File: src/rtl/wcd_pkg.sv
package wcd_pkg;
    localparam int WCD_WIN_WORDS  = 32;
    localparam int WCD_WORD_IDX_W = $clog2(WCD_WIN_WORDS);
    localparam int WCD_CNT_W      = 4;
    localparam int WCD_WORD_BYTES = 4;
    localparam int WCD_BYTE_LSB   = $clog2(WCD_WORD_BYTES);
    localparam int WCD_ALIGN_LSB  = 5;
    localparam int WCD_OFF_W      = WCD_CNT_W + WCD_WORD_IDX_W + WCD_BYTE_LSB;

    // Linear word position inside the transfer: window in the upper bits.
    typedef struct packed {
        logic [WCD_CNT_W-1:0]      win;
        logic [WCD_WORD_IDX_W-1:0] word;
    } wcd_pos_t;

    typedef enum logic [2:0] {
        WCD_IDLE,
        WCD_SCAN,
        WCD_RD_REQ,
        WCD_RD_WAIT,
        WCD_WR_REQ,
        WCD_DONE
    } wcd_state_e;

    function automatic logic wcd_aligned(input logic [WCD_ALIGN_LSB-1:0] low);
        return low == '0;
    endfunction

    function automatic logic [WCD_OFF_W-1:0] wcd_byte_off(input wcd_pos_t p);
        return {p, {WCD_BYTE_LSB{1'b0}}};
    endfunction
endpackage

File: src/rtl/wcd_cmd_reg.sv
module wcd_cmd_reg
    import wcd_pkg::*;
#(
    parameter int ADDR_W = 32
) (
    input  logic                      clk,
    input  logic                      rst,
    input  logic                      cfg_start,
    input  logic [ADDR_W-1:0]         cfg_src,
    input  logic [ADDR_W-1:0]         cfg_dst,
    input  logic [WCD_WIN_WORDS-1:0]  cfg_mask,
    input  logic [WCD_CNT_W-1:0]      cfg_count,
    input  logic                      cfg_irq_en,
    input  logic                      xfer_done,
    output logic [ADDR_W-1:0]         src_q,
    output logic [ADDR_W-1:0]         dst_q,
    output logic [WCD_WIN_WORDS-1:0]  mask_q,
    output logic [WCD_CNT_W-1:0]      cnt_q,
    output logic                      irq_en_q,
    output logic                      busy_q,
    output logic                      err_q,
    output logic                      launch_q
);
    logic take;
    logic addr_ok;

    assign take    = cfg_start && !busy_q;
    assign addr_ok = wcd_aligned(cfg_src[WCD_ALIGN_LSB-1:0])
                  && wcd_aligned(cfg_dst[WCD_ALIGN_LSB-1:0]);

    always_ff @(posedge clk) begin
        if (rst) begin
            src_q    <= '0;
            dst_q    <= '0;
            mask_q   <= '0;
            cnt_q    <= '0;
            irq_en_q <= 1'b0;
            busy_q   <= 1'b0;
            err_q    <= 1'b0;
            launch_q <= 1'b0;
        end else begin
            launch_q <= 1'b0;
            if (take && addr_ok) begin
                src_q    <= cfg_src;
                dst_q    <= cfg_dst;
                mask_q   <= cfg_mask;
                cnt_q    <= cfg_count;
                irq_en_q <= cfg_irq_en;
                busy_q   <= 1'b1;
                err_q    <= 1'b0;
                launch_q <= 1'b1;
            end else if (take) begin
                err_q <= 1'b1;
            end else if (xfer_done) begin
                busy_q <= 1'b0;
            end
        end
    end
endmodule

File: src/rtl/wcd_walker.sv
module wcd_walker
    import wcd_pkg::*;
(
    input  logic                     clk,
    input  logic                     rst,
    input  logic                     restart,
    input  logic                     advance,
    input  logic [WCD_WIN_WORDS-1:0] mask,
    input  logic [WCD_CNT_W-1:0]     last_win,
    output wcd_pos_t                 pos,
    output logic                     word_on,
    output logic                     at_end
);
    localparam logic [WCD_WORD_IDX_W-1:0] LAST_WORD = WCD_WORD_IDX_W'(WCD_WIN_WORDS - 1);

    logic end_of_win;

    assign end_of_win = (pos.word == LAST_WORD);
    assign at_end     = end_of_win && (pos.win == last_win);
    assign word_on    = mask[pos.word];

    always_ff @(posedge clk) begin
        if (rst || restart) begin
            pos <= '0;
        end else if (advance) begin
            if (end_of_win) begin
                pos.word <= '0;
                pos.win  <= pos.win + 1'b1;
            end else begin
                pos.word <= pos.word + 1'b1;
            end
        end
    end
endmodule

File: src/rtl/wcd_sequencer.sv
module wcd_sequencer
    import wcd_pkg::*;
#(
    parameter int DATA_W = 32
) (
    input  logic              clk,
    input  logic              rst,
    input  logic              launch,
    input  logic              word_on,
    input  logic              at_end,
    input  logic              mem_gnt,
    input  logic              mem_rvalid,
    input  logic [DATA_W-1:0] mem_rdata,
    output logic              mem_req,
    output logic              mem_we,
    output logic [DATA_W-1:0] hold_data,
    output logic              advance,
    output logic              xfer_done
);
    wcd_state_e state, state_nx;

    always_comb begin
        state_nx = state;
        advance  = 1'b0;
        unique case (state)
            WCD_IDLE:    if (launch) state_nx = WCD_SCAN;
            WCD_SCAN: begin
                if (word_on) begin
                    state_nx = WCD_RD_REQ;
                end else if (at_end) begin
                    state_nx = WCD_DONE;
                end else begin
                    advance = 1'b1;
                end
            end
            WCD_RD_REQ:  if (mem_gnt) state_nx = WCD_RD_WAIT;
            WCD_RD_WAIT: if (mem_rvalid) state_nx = WCD_WR_REQ;
            WCD_WR_REQ: begin
                if (mem_gnt) begin
                    if (at_end) begin
                        state_nx = WCD_DONE;
                    end else begin
                        advance  = 1'b1;
                        state_nx = WCD_SCAN;
                    end
                end
            end
            WCD_DONE:    state_nx = WCD_IDLE;
            default:     state_nx = WCD_IDLE;
        endcase
    end

    assign mem_req   = (state == WCD_RD_REQ) || (state == WCD_WR_REQ);
    assign mem_we    = (state == WCD_WR_REQ);
    assign xfer_done = (state == WCD_DONE);

    always_ff @(posedge clk) begin
        if (rst) begin
            state     <= WCD_IDLE;
            hold_data <= '0;
        end else begin
            state <= state_nx;
            if (state == WCD_RD_WAIT && mem_rvalid) begin
                hold_data <= mem_rdata;
            end
        end
    end
endmodule

File: src/rtl/wincopy_dma.sv
module wincopy_dma
    import wcd_pkg::*;
#(
    parameter int ADDR_W = 32,
    parameter int DATA_W = 32
) (
    input  logic                     clk,
    input  logic                     rst,
    input  logic                     cfg_start,
    input  logic [ADDR_W-1:0]        cfg_src,
    input  logic [ADDR_W-1:0]        cfg_dst,
    input  logic [WCD_WIN_WORDS-1:0] cfg_mask,
    input  logic [WCD_CNT_W-1:0]     cfg_count,
    input  logic                     cfg_irq_en,
    output logic                     stat_busy,
    output logic                     stat_err,
    output logic                     mem_req,
    output logic                     mem_we,
    output logic [ADDR_W-1:0]        mem_addr,
    output logic [DATA_W-1:0]        mem_wdata,
    input  logic                     mem_gnt,
    input  logic                     mem_rvalid,
    input  logic [DATA_W-1:0]        mem_rdata,
    output logic                     irq_done
);
    logic [ADDR_W-1:0]        src_q, dst_q;
    logic [WCD_WIN_WORDS-1:0] mask_q;
    logic [WCD_CNT_W-1:0]     cnt_q;
    logic                     irq_en_q;
    logic                     launch;
    logic                     xfer_done;
    logic                     advance;
    logic                     word_on;
    logic                     at_end;
    wcd_pos_t                 pos;

    wcd_cmd_reg #(.ADDR_W(ADDR_W)) u_cmd (
        .clk       (clk),
        .rst       (rst),
        .cfg_start (cfg_start),
        .cfg_src   (cfg_src),
        .cfg_dst   (cfg_dst),
        .cfg_mask  (cfg_mask),
        .cfg_count (cfg_count),
        .cfg_irq_en(cfg_irq_en),
        .xfer_done (xfer_done),
        .src_q     (src_q),
        .dst_q     (dst_q),
        .mask_q    (mask_q),
        .cnt_q     (cnt_q),
        .irq_en_q  (irq_en_q),
        .busy_q    (stat_busy),
        .err_q     (stat_err),
        .launch_q  (launch)
    );

    wcd_walker u_walk (
        .clk     (clk),
        .rst     (rst),
        .restart (launch),
        .advance (advance),
        .mask    (mask_q),
        .last_win(cnt_q),
        .pos     (pos),
        .word_on (word_on),
        .at_end  (at_end)
    );

    wcd_sequencer #(.DATA_W(DATA_W)) u_seq (
        .clk       (clk),
        .rst       (rst),
        .launch    (launch),
        .word_on   (word_on),
        .at_end    (at_end),
        .mem_gnt   (mem_gnt),
        .mem_rvalid(mem_rvalid),
        .mem_rdata (mem_rdata),
        .mem_req   (mem_req),
        .mem_we    (mem_we),
        .hold_data (mem_wdata),
        .advance   (advance),
        .xfer_done (xfer_done)
    );

    // Source and destination share one offset; the direction picks the base.
    assign mem_addr = (mem_we ? dst_q : src_q) + ADDR_W'(wcd_byte_off(pos));
    assign irq_done = xfer_done && irq_en_q;
endmodule

File: config.mk
export PLATFORM = sky130hd
export DESIGN_NAME = wincopy_dma
export DESIGN_NICKNAME = d
export VERILOG_FILES = /design/src/rtl/wcd_pkg.sv /design/src/rtl/wcd_cmd_reg.sv /design/src/rtl/wcd_walker.sv /design/src/rtl/wcd_sequencer.sv /design/src/rtl/wincopy_dma.sv
export SDC_FILE = /design/constraint.sdc
export NUM_CORES = 1
export LEC_CHECK = 0
export BUFFER_PORTS_ARGS = -buffer_cell sky130_fd_sc_hd__buf_2
export CORE_MARGIN = 3
export CORE_UTILIZATION = 30
export CTS_BUF_LIST = sky130_fd_sc_hd__clkbuf_4
export CTS_CLUSTER_SIZE = 8
export DETAILED_ROUTE_END_ITERATION = 8
export GPL_ROUTABILITY_DRIVEN = 0
export PLACE_DENSITY = 0.55
export SYNTH_ARGS = -nofsm -noshare
export SYNTH_HDL_FRONTEND = slang
export SYNTH_SLANG_ARGS = --single-unit
File: constraint.sdc
create_clock -name clk -period 5.1 [get_ports clk]
set_clock_uncertainty 0.1 [all_clocks]
set_input_delay 0.765 -clock clk [delete_from_list [all_inputs] [get_ports clk]]
set_output_delay 0.765 -clock clk [all_outputs]
set_load 0.005 [all_outputs]
==> results of run 1 <==
[state kept, by name, indices dropped and copies added (netlist names)]
| signal | flops |
|---|---|
| u_cmd.dst_q | 32 |
| u_cmd.launch_q | 1 |
| u_cmd.irq_en_q | 1 |
| u_cmd.err_q | 1 |
| u_cmd.src_q | 32 |
| u_seq.hold_data | 32 |
| u_cmd.mask_q | 32 |
| u_walk.pos | 9 |
| u_cmd.busy_q | 1 |
| u_seq.state | 3 |
| u_cmd.cnt_q | 4 |
[repair_timing]
action,CTS,global route
gates resized for setup,0,9
hold buffers,0,0
setup endpoints to repair,0,11
endpoints found under the hold margin,0,0
[per-layer routing]
layer  GRT usage (%)  vias to the layer above  routed length [um]
met1            21.3                     3034                9790
met5               0                        -                  37
met2            25.0                      169                9320
met3            5.83                       33                1310
li1                -                     3452                   -
met4            5.29                        8                 486
[cells by family after synthesis]
family          after synthesis  synth area share, %
flops                       148                 42.1
fa+ha+maj                    14                 2.60
mux                          36                 5.84
buf+inv                      70                 4.04
xor+xnor                     37                 4.61
compound gates              203                 16.4
simple gates                409                 24.4
[worst min-delay path: stages]
cell and delay (ns):
buf_2 0.09, nand2_1 0.04, a21oi_1 0.05
[cell usage after synthesis (4+ instances only)]
cell type	instances	area [um^2]
mux2i_1	32	320
nand4_1	5	31.3
nor2_1	29	109
a211oi_1	5	37.5
nor3_1	7	35.0
o21a_1	4	30.0
dfxtp_1	148	2960
inv_1	10	37.5
o21ai_0	12	60.1
o22ai_1	5	31.3
nor2b_1	7	43.8
o211ai_1	6	45.0
nand2b_1	4	25.0
clkbuf_1	52	195
and2_1	10	62.6
nor3b_1	5	37.5
o2111ai_1	5	43.8
a21oi_1	144	721
nand2_1	308	1160
xor2_1	16	140
mux4_2	4	90.1
xnor2_1	21	184
ha_1	13	163
buf_2	4	20.0
nand3_1	16	80.1
and3_1	7	43.8
[power groups by stage]
stage / Sequential [mW] / Combinational [mW] / Clock [mW]
after floorplan: 1.21 / 0.190 / 0
after global placement: 1.23 / 0.278 / 0
after detailed placement: 1.23 / 0.279 / 0
after CTS: 1.21 / 0.281 / 0.797
after global routing: 1.22 / 0.312 / 0.841
final: 1.21 / 0.281 / 0.760
[metrics by stage]
stage	worst slack (ns)	instance area (um^2)	total power, mW	hold slack, ns	util [%]
2_1_floorplan	0.363	7030	1.40	0.330	-
3_3_place_gp	0.873	8320	1.51	0.339	36.4
3_5_place_dp	0.801	8320	1.51	0.344	36.4
4_1_cts	0.140	8600	2.29	0.263	37.7
5_1_grt	-0.00449	8630	2.37	0.253	37.8
6_report	0.392	8630	2.25	0.314	37.8
[path summary, 6_finish.rpt]
| kind | end | slack [ns] | start |
|---|---|---|---|
| worst max-delay path | mem_addr[28] | 0.39 | u_seq.state[1]$_SDFFE_PP0P_ |
| worst min-delay path | u_cmd.mask_q[20]$_SDFFE_PP0P_ | 0.31 | cfg_mask[20] |
| worst min register to register | u_cmd.mask_q[12]$_SDFFE_PP0P_ | 0.36 | u_cmd.mask_q[12]$_SDFFE_PP0P_ |
| worst max register to register | u_walk.pos[3]$_SDFFE_PP0P_ | 1.93 | u_walk.pos[0]$_SDFFE_PP0P_ |
[cell type report]
class                   count  share of cell area [%]
diodes                      1                  0.0290
clock buffers              17                    1.48
clock inverters            15                    1.81
inverters                  11                   0.493
multi-input cells         699                    44.1
flip-flops and latches    148                    34.4
well taps                 313                    4.54
repair buffers            219                    13.2
==> out/results.ini, run 1 <==
[synth]
ys.flop_type = dfxtp_1
netlist_area_um2 = 7030
mappedNetlistNets = 1069
synth-edff-count = 0
synth.distinct_cells = 49
seq_area_frac_synth_pct = 42.1
synthCells = 917
ys_ff_latch = 148
async_reset_ff_share_pct = 0
synth_area_per_cell_um2 = 7.67
ys_warn_count = 0

[global_routing]
grt_pass1_wl_um = 33700
grt-ovfl-total = 0
grt_usage_pct = 16.2
grt_antenna_before_repair = 5
grt_max_degree = 93
grt_pass1_vias = 6490

[clocking]
tritoncts = yes
cts_sinks = 148
numCtsBuffers = 17
clk_path_buf_depth = 2
htreeDepth = 4
path_clk_slew_ns = 0.14
cts_setup_buffers = 0
root_buffer = clkbuf_4
insertion_delay_ns = 0.56

[worst_setup_path]
path_delay_family = simple AND/OR/NAND/NOR gates
start_kind = flop
max_stage_delay_ns = 0.43
crit_top_cell = nand2_1
cp_slowest_cell = or3b_1
reg2reg_depth = 7
cp_num_cells = 16
crit_fanout = 20
cp_num_buf_inv = 5
cp_data_arrival_time_ns = 3.84
critical_path_class = flop to primary output
worstPathCellList = or3b_1 -> clkinv_2 -> buf_8 -> nand2_1 -> nand2_1 -> inv_1 -> fa_1 -> nor2b_1 -> o21a_1 -> o21ai_0 -> a21oi_1 -> buf_4 -> o211ai_1 -> nor3b_2 -> xnor2_1 -> buf_2
crit_required_ns = 4.24
setup.worst_path.end_class = primary output

[placed_design]
dpl.hpwl_um = 14900
port_buffers = 206
dp_cells = 1390

[power_and_ir_drop]
switching_share_pct = 29.1
ir_drop_mv = 0.133
p_per_area_nw_per_um2 = 261
p_sw_mw = 0.654
seq_power_share_pct = 53.8
p_comb_share_pct = 12.5
clock_power_share_pct = 33.7
p_int_mw = 1.60
p_leak_nw = 3.45

[route]
wirelength_um = 20900
drc = 0
vias = 6696
drtIter0Drc = 320
postRouteAntennaNets = 0
drt-wirelength-per-cell_um = 14.7
via_per_inst = 4.71
drtPass1Iterations = 4

[timing]
max-slew-margin-rel_pct = 35.3
tns_ns = 0
setup_viol = 0
timing.fmax_mhz = 212
tightest_slew_ns = 0.971
period_needed_ns = 4.71
post-route-period-util_pct = 92.3
hold_violations = 0
slew_violations = 0

[die]
die_w_um = 159
rows = 55
io_pins = 207
initial_core_util_pct = 30.8
core_region_area_um2 = 22800
die_h_um = 159
fp.dieArea_um2 = 25300

[layout]
final_common_cell = nand2_1
final-seq-area_um2 = 2970
final_cell_mix = 308 x nand2_1, 205 x buf_2, 145 x dfxtp_1
nNetsFinal = 1248
stdcell_count = 1423
area_delta_synth_final_pct = 22.8
multiInputGateArea_um2 = 3800
n_fill_cell = 2487
layout-drive-gt1-share_pct = 24.3

[outcome]
status = completed

[flow_run]
max_cap_violations = 0

[worst_hold_path]
hold_path_depth = 3
hp-class = input port to flop

(Power assumes the default switching activity.)
==> inputs of run 2 (changes only) <==
CORE_UTILIZATION = 40   (was 30)
PLACE_DENSITY = 0.68   (was 0.55)
==> run 2 against run 1 <==
Effect of this change:
- hold slack improved by 0.037 ns
- design area shrank 2.2%
- final cell count fell by 6.7%
- critical path depth shrank 1
- die area is 24% lower
- register-to-register slack worse by 0.23 ns
- count of clock-buffer cells in the layout rose by 2
- flip-flop and latch count unchanged
- worst setup slack worse by 0.061 ns
- combinational power fell by 4%
- largest cell class unchanged
==> out/results.ini, run 2 (same netlist as run 1, synthesis figures left out) <==
[outcome]
status = completed  ; unchanged

[placed_design]
port_buffers = 206  ; unchanged
place_area_um2 = 8170  ; was 8320 um^2
dpl.hpwl_um = 13500  ; was 14,900 um
dp_worst_setup_slack_ns = 0.835  ; was 0.801 ns
dp_cells = 1293  ; was 1,390

[worst_setup_path]
crit_fanout = 33  ; was 20
setup.worst_path.end_class = primary output  ; unchanged
max_stage_delay_ns = 0.47  ; was 0.43 ns
cp_slowest_cell = dfxtp_1  ; was or3b_1
crit_required_ns = 4.24  ; about the same
cp_data_arrival_time_ns = 3.90  ; was 3.84 ns
worstPathCellList = or3b_1 -> clkinv_2 -> buf_8 -> nand2_1 -> nand2_1 -> ha_1 -> nor2b_1 -> o21a_1 -> o21ai_0 -> a21oi_1 -> buf_4 -> o21ai_0 -> o21ai_0 -> o22ai_1 -> buf_2  ; was or3b_1 -> clkinv_2 -> buf_8 -> nand2_1 -> nand2_1 -> inv_1 -> fa_1 -> nor2b_1 -> o21a_1 -> o21ai_0 -> a21oi_1 -> buf_4 -> o211ai_1 -> nor3b_2 -> xnor2_1 -> buf_2
startpoint = u_seq.state[2]$_SDFFE_PP0P_  ; was u_seq.state[1]$_SDFFE_PP0P_
rrSetupSlack_ns = 1.70  ; was 1.93 ns
critical_path_class = flop to primary output  ; unchanged
timing.rr.start = u_walk.pos[0]$_SDFFE_PP0P_  ; unchanged
crit_top_cell = o21ai_0  ; was nand2_1
start_kind = flop  ; unchanged

[clocking]
insertion_delay_ns = 0.53  ; was 0.56 ns
post_cts_resized = 0  ; unchanged
tritoncts = yes  ; unchanged
cts_setup_buffers = 0  ; unchanged
root_buffer = clkbuf_4  ; unchanged
numCtsBuffers = 17  ; unchanged
path_clk_slew_ns = 0.13  ; was 0.14 ns
clk_path_buf_depth = 2  ; unchanged
hold_buffers = 0  ; unchanged
cts_sinks = 148  ; unchanged
htreeDepth = 4  ; unchanged

[timing]
slew_violations = 0  ; unchanged
max-slew-margin-rel_pct = 25.2  ; was 35.3%
tightest_slew_ns = 1.11  ; was 0.971 ns
timing.fmax_mhz = 210  ; was 212 MHz
post-route-period-util_pct = 93.5  ; was 92.3%
rsz0062_at_grt = no
finalHoldWorstSlack_ns = 0.351  ; was 0.314 ns
tns_ns = 0  ; unchanged
setup_viol = 0  ; unchanged
layout_setup_ws_ns = 0.331  ; was 0.392 ns
hold_violations = 0  ; unchanged
period_needed_ns = 4.77  ; was 4.71 ns

[layout]
nNetsFinal = 1244  ; was 1,248
postLayoutCoreUtil_pct = 50.0  ; was 37.8%
area_delta_synth_final_pct = 20.0  ; was 22.8%
final_area_um2 = 8440  ; was 8630 um^2
final_cell_mix = 308 x nand2_1, 205 x buf_2, 147 x dfxtp_1  ; was 308 x nand2_1, 205 x buf_2, 145 x dfxtp_1
stdcell_count = 1327  ; was 1,423
layout-drive-gt1-share_pct = 23.6  ; was 24.3%
final_common_cell = nand2_1  ; unchanged

[global_routing]
grt_antenna_before_repair = 3  ; was 5
grt_usage_pct = 19.6  ; was 16.2%
use_met2_pct = 30.9  ; was 25.0%
grt.busiest_layer = met2  ; unchanged
grt_max_degree = 94  ; was 93
grt_pass1_wl_um = 31400  ; was 33,700 um
grt-ovfl-total = 0  ; unchanged
met1_usage_pct = 25.9  ; was 21.3%
grt_pass1_vias = 6266  ; was 6,490
use_met3_pct = 6.86  ; was 5.83%

[route]
drtPass1Iterations = 5  ; was 4
drtIter0Drc = 392  ; was 320
drc = 0  ; unchanged
postRouteAntennaNets = 0  ; unchanged
vias = 6701  ; was 6,696
drt-wirelength-per-cell_um = 14.4  ; was 14.7 um
via_per_inst = 5.05  ; was 4.71
wirelength_um = 19100  ; was 20,900 um

[power_and_ir_drop]
p_per_area_nw_per_um2 = 256  ; was 261 nW/um^2
p_leak_nw = 3.42  ; was 3.45 nW
power.total_mw = 2.16  ; was 2.25 mW
ir_drop_mv = 0.216  ; was 0.133 mV

[die]
core_region_area_um2 = 16900  ; was 22,800 um^2
fp.dieArea_um2 = 19200  ; was 25,300 um^2
initial_core_util_pct = 41.7  ; was 30.8%
die_w_um = 139  ; was 159 um
die_h_um = 139  ; was 159 um
io_pins = 207  ; unchanged
rows = 47  ; was 55

[flow_run]
max_cap_violations = 0  ; unchanged

[worst_hold_path]
hp-class = input port to flop  ; unchanged
hp-start = mem_rdata[3]  ; was cfg_mask[20]

-- run 2: final cells by class --
cell class                 instances  area, um^2
multi-input combinational        699        3790
sequential                       148        2960
timing repair buffer             215        1110
inverter                          11        42.5
tap                              220         275
clock buffer                      19         143
antenna                            2        5.00
fill                            1684        8440
clock inverter                    13         109
-- run 2: metal layers --
layer / wire (um) / share of wire [%]
met3: 1490 / 7.8
met1: 8830 / 46
met2: 8580 / 45
met5: 22 / 0.12
met4: 203 / 1.1
-- run 2: worst paths after layout --
kind / cells after the start / end
worst max-delay path: 15 / mem_addr[12]
worst min register to register: 2 / u_cmd.irq_en_q$_SDFFE_PP0P_
worst max register to register: 6 / u_walk.pos[2]$_SDFFE_PP0P_
worst min-delay path: 3 / u_seq.hold_data[3]$_SDFFE_PP0P_
-- run 2: power by group --
group / total [mW] / internal [mW] / switching (mW)
clock: 0.677 / 0.251 / 0.426
sequential: 1.21 / 1.17 / 0.0362
combinational: 0.271 / 0.123 / 0.149
total: 2.16 / 1.55 / 0.611
-- run 2: critical path: cells and delay by family, from the launching register on --
| family | cells | cell delay (ns) |
|---|---|---|
| AOI/OAI and AO/OA | 6 | 1.22 |
| adders and majority gates | 1 | 0.25 |
| buffers and inverters | 4 | 0.71 |
| DFF | 1 | 0.47 |
| and+or+nand+nor | 4 | 0.70 |
==> inputs of run 3 (changes only) <==
BUFFER_PORTS_ARGS = unset   (was -buffer_cell sky130_fd_sc_hd__buf_2)
CELL_PAD_IN_SITES_DETAIL_PLACEMENT = 1   (was unset)
CELL_PAD_IN_SITES_GLOBAL_PLACEMENT = 1   (was unset)
DONT_BUFFER_PORTS = 1   (was unset)
PLACE_DENSITY = 0.75   (was 0.68)
==> run 3 against run 2 <==
Effect of this change:
- sequential share of layout area increased by 4.9 points
- largest power group unchanged
- sequential power about the same
- first-iteration DRC count decreased by 26%
- die area unchanged
- register-to-register slack got worse by 0.12 ns
- non-clock buffer count decreased by 203
- largest cell class unchanged
- critical path type unchanged
- design area decreased by 12%
- flip-flop and latch count unchanged
- global-route usage increased by 0.92 points
- final cell count decreased by 16%
- count of clock-buffer cells in the layout unchanged
- clock power decreased by 6.4%
==> out/results.ini, run 3 (same netlist as run 1, synthesis figures left out) <==
[clocking]
tritoncts = yes  ; unchanged
numCtsBuffers = 17  ; unchanged
insertion_delay_ns = 0.54  ; was 0.53 ns
cts_setup_buffers = 0  ; unchanged
hold_buffers = 0  ; unchanged
cts_sinks = 148  ; unchanged
path_clk_slew_ns = 0.13  ; about the same
clk_path_buf_depth = 2  ; unchanged
htreeDepth = 4  ; unchanged
post_cts_resized = 1  ; was 0
root_buffer = clkbuf_4  ; unchanged

[timing]
hold_violations = 0  ; unchanged
slew_violations = 0  ; unchanged
post-route-period-util_pct = 92.8  ; was 93.5%
period_needed_ns = 4.73  ; was 4.77 ns
tns_ns = 0  ; unchanged
setup_viol = 0  ; unchanged
tightest_slew_ns = 1.16  ; was 1.11 ns
max-slew-margin-rel_pct = 22.9  ; was 25.2%
rsz0062_at_grt = no  ; unchanged
timing.fmax_mhz = 211  ; was 210 MHz

[worst_setup_path]
start_kind = flop  ; unchanged
path_delay_family = compound AO/OA/AOI/OAI gates  ; unchanged
cp_data_arrival_time_ns = 3.87  ; was 3.90 ns
critical_path_class = flop to primary output  ; unchanged
cp_num_buf_inv = 3  ; was 4
crit_fanout = 21  ; was 33
crit_required_ns = 4.24  ; about the same
max_stage_delay_ns = 0.47  ; about the same
setup.worst_path.end_class = primary output  ; unchanged
cp_slowest_cell = or3b_4  ; was dfxtp_1
worstPathCellList = buf_4 -> or3b_4 -> buf_4 -> nand2_1 -> nand2_1 -> ha_1 -> nor2b_1 -> o21a_1 -> o21ai_0 -> a21oi_1 -> buf_4 -> o21ai_0 -> o21ai_0 -> o22ai_1  ; was or3b_1 -> clkinv_2 -> buf_8 -> nand2_1 -> nand2_1 -> ha_1 -> nor2b_1 -> o21a_1 -> o21ai_0 -> a21oi_1 -> buf_4 -> o21ai_0 -> o21ai_0 -> o22ai_1 -> buf_2

[die]
rows = 47  ; unchanged
die_w_um = 139  ; unchanged
core_region_area_um2 = 16900  ; unchanged
die_h_um = 139  ; unchanged
initial_core_util_pct = 41.7  ; unchanged
io_pins = 207  ; unchanged
fp.dieArea_um2 = 19200  ; unchanged

[placed_design]
dpl.hpwl_um = 14100  ; was 13,500 um
port_buffers = 0  ; was 206

[route]
drt-wirelength-per-cell_um = 17.7  ; was 14.4 um
vias = 6077  ; was 6,701
drc = 0  ; unchanged
drtPass1Iterations = 4  ; was 5
via_per_inst = 5.42  ; was 5.05
drtIter0Drc = 292  ; was 392
postRouteAntennaNets = 0  ; unchanged
wirelength_um = 19800  ; was 19,100 um

[layout]
final_common_cell = nand2_1  ; unchanged
final_cell_mix = 308 x nand2_1, 147 x dfxtp_1, 142 x a21oi_1  ; was 308 x nand2_1, 205 x buf_2, 147 x dfxtp_1
antenna-diode-count = 0  ; was 2
area_delta_synth_final_pct = 5.30  ; was 20.0%
layout-drive-gt1-share_pct = 6.77  ; was 23.6%
n_fill_cell = 2137  ; was 1,684
nNetsFinal = 1041  ; was 1,244

[power_and_ir_drop]
seq_power_share_pct = 58.8  ; was 56.1%
p_leak_nw = 2.50  ; was 3.42 nW
p_per_area_nw_per_um2 = 276  ; was 256 nW/um^2
power.total_mw = 2.05  ; was 2.16 mW
clock_power_share_pct = 31.0  ; was 31.3%
p_comb_share_pct = 10.2  ; was 12.6%
switching_share_pct = 28.7  ; was 28.3%
ir_drop_mv = 0.156  ; was 0.216 mV
p_sw_mw = 0.587  ; was 0.611 mW
p_int_mw = 1.46  ; was 1.55 mW

[global_routing]
grt_max_degree = 132  ; was 94
grt_usage_pct = 20.6  ; was 19.6%
grt-ovfl-total = 0  ; unchanged
grt_antenna_before_repair = 0  ; was 3
grt_pass1_wl_um = 32400  ; was 31,400 um
grt_pass1_vias = 6102  ; was 6,266

[flow_run]
max_cap_violations = 0  ; unchanged

[worst_hold_path]
hp-class = input port to flop  ; unchanged

[outcome]
status = completed  ; unchanged

run 3: cell types whose count changed in the layout (fill, tap and decap cells not counted), sizes merged:
cell      change
buf         -203
diode         -2
bufinv        -1
clkinv        +1
clkinvlp      -1
run 3: power by group through the flow:
stage,clock network (mW),registers (mW),logic (mW)
2_1_floorplan,0,1.21,0.190
3_3_place_gp,0,1.23,0.203
3_5_place_dp,0,1.23,0.208
4_1_cts,0.669,1.20,0.209
5_1_grt,0.722,1.21,0.237
6_report,0.634,1.20,0.208
run 3: metal layers:
layer  wire length, um  track usage, %  vias up
li1                  -               -     3030
met5                 0               0        -
met2              8920            31.1      176
met1              9170            28.1     2856
met4               217            4.58        0
met3              1530            7.83       15
run 3: cell type report:
type	count	area [um^2]	area share [%]
multi-input combinational	699	3810	51.4
clock buffer	19	143	1.93
inverter	11	42.5	0.575
timing repair buffer	12	90.1	1.22
tap	220	275	3.72
sequential	148	2960	40.0
clock inverter	12	83.8	1.13
run 3: metrics by stage:
stage | setup slack [ns] | instances | util [%] | hold slack [ns] | area (um^2)
floorplan | 0.363 | 917 | - | 0.330 | 7030
global placement | 0.718 | 1090 | 42.4 | 0.335 | 7160
detailed placement | 0.648 | 1090 | 42.4 | 0.342 | 7160
CTS | 0.0410 | 1121 | 43.8 | 0.130 | 7390
global route | 0.0285 | 1121 | 43.9 | 0.104 | 7400
finish | 0.366 | 1121 | 43.9 | 0.197 | 7400
run 3: final timing paths:
check                                      from                            end  slack [ns]  cells after the start
hold reg to reg   u_cmd.mask_q[20]$_SDFFE_PP0P_  u_cmd.mask_q[20]$_SDFFE_PP0P_        0.36                      2
setup / recovery    u_seq.state[1]$_SDFFE_PP0P_                   mem_addr[12]        0.37                     14
hold / removal                              rst    u_cmd.dst_q[5]$_SDFFE_PP0P_        0.20                      1
setup reg to reg     u_walk.pos[1]$_SDFFE_PP0P_     u_walk.pos[3]$_SDFFE_PP0P_        1.58                      7
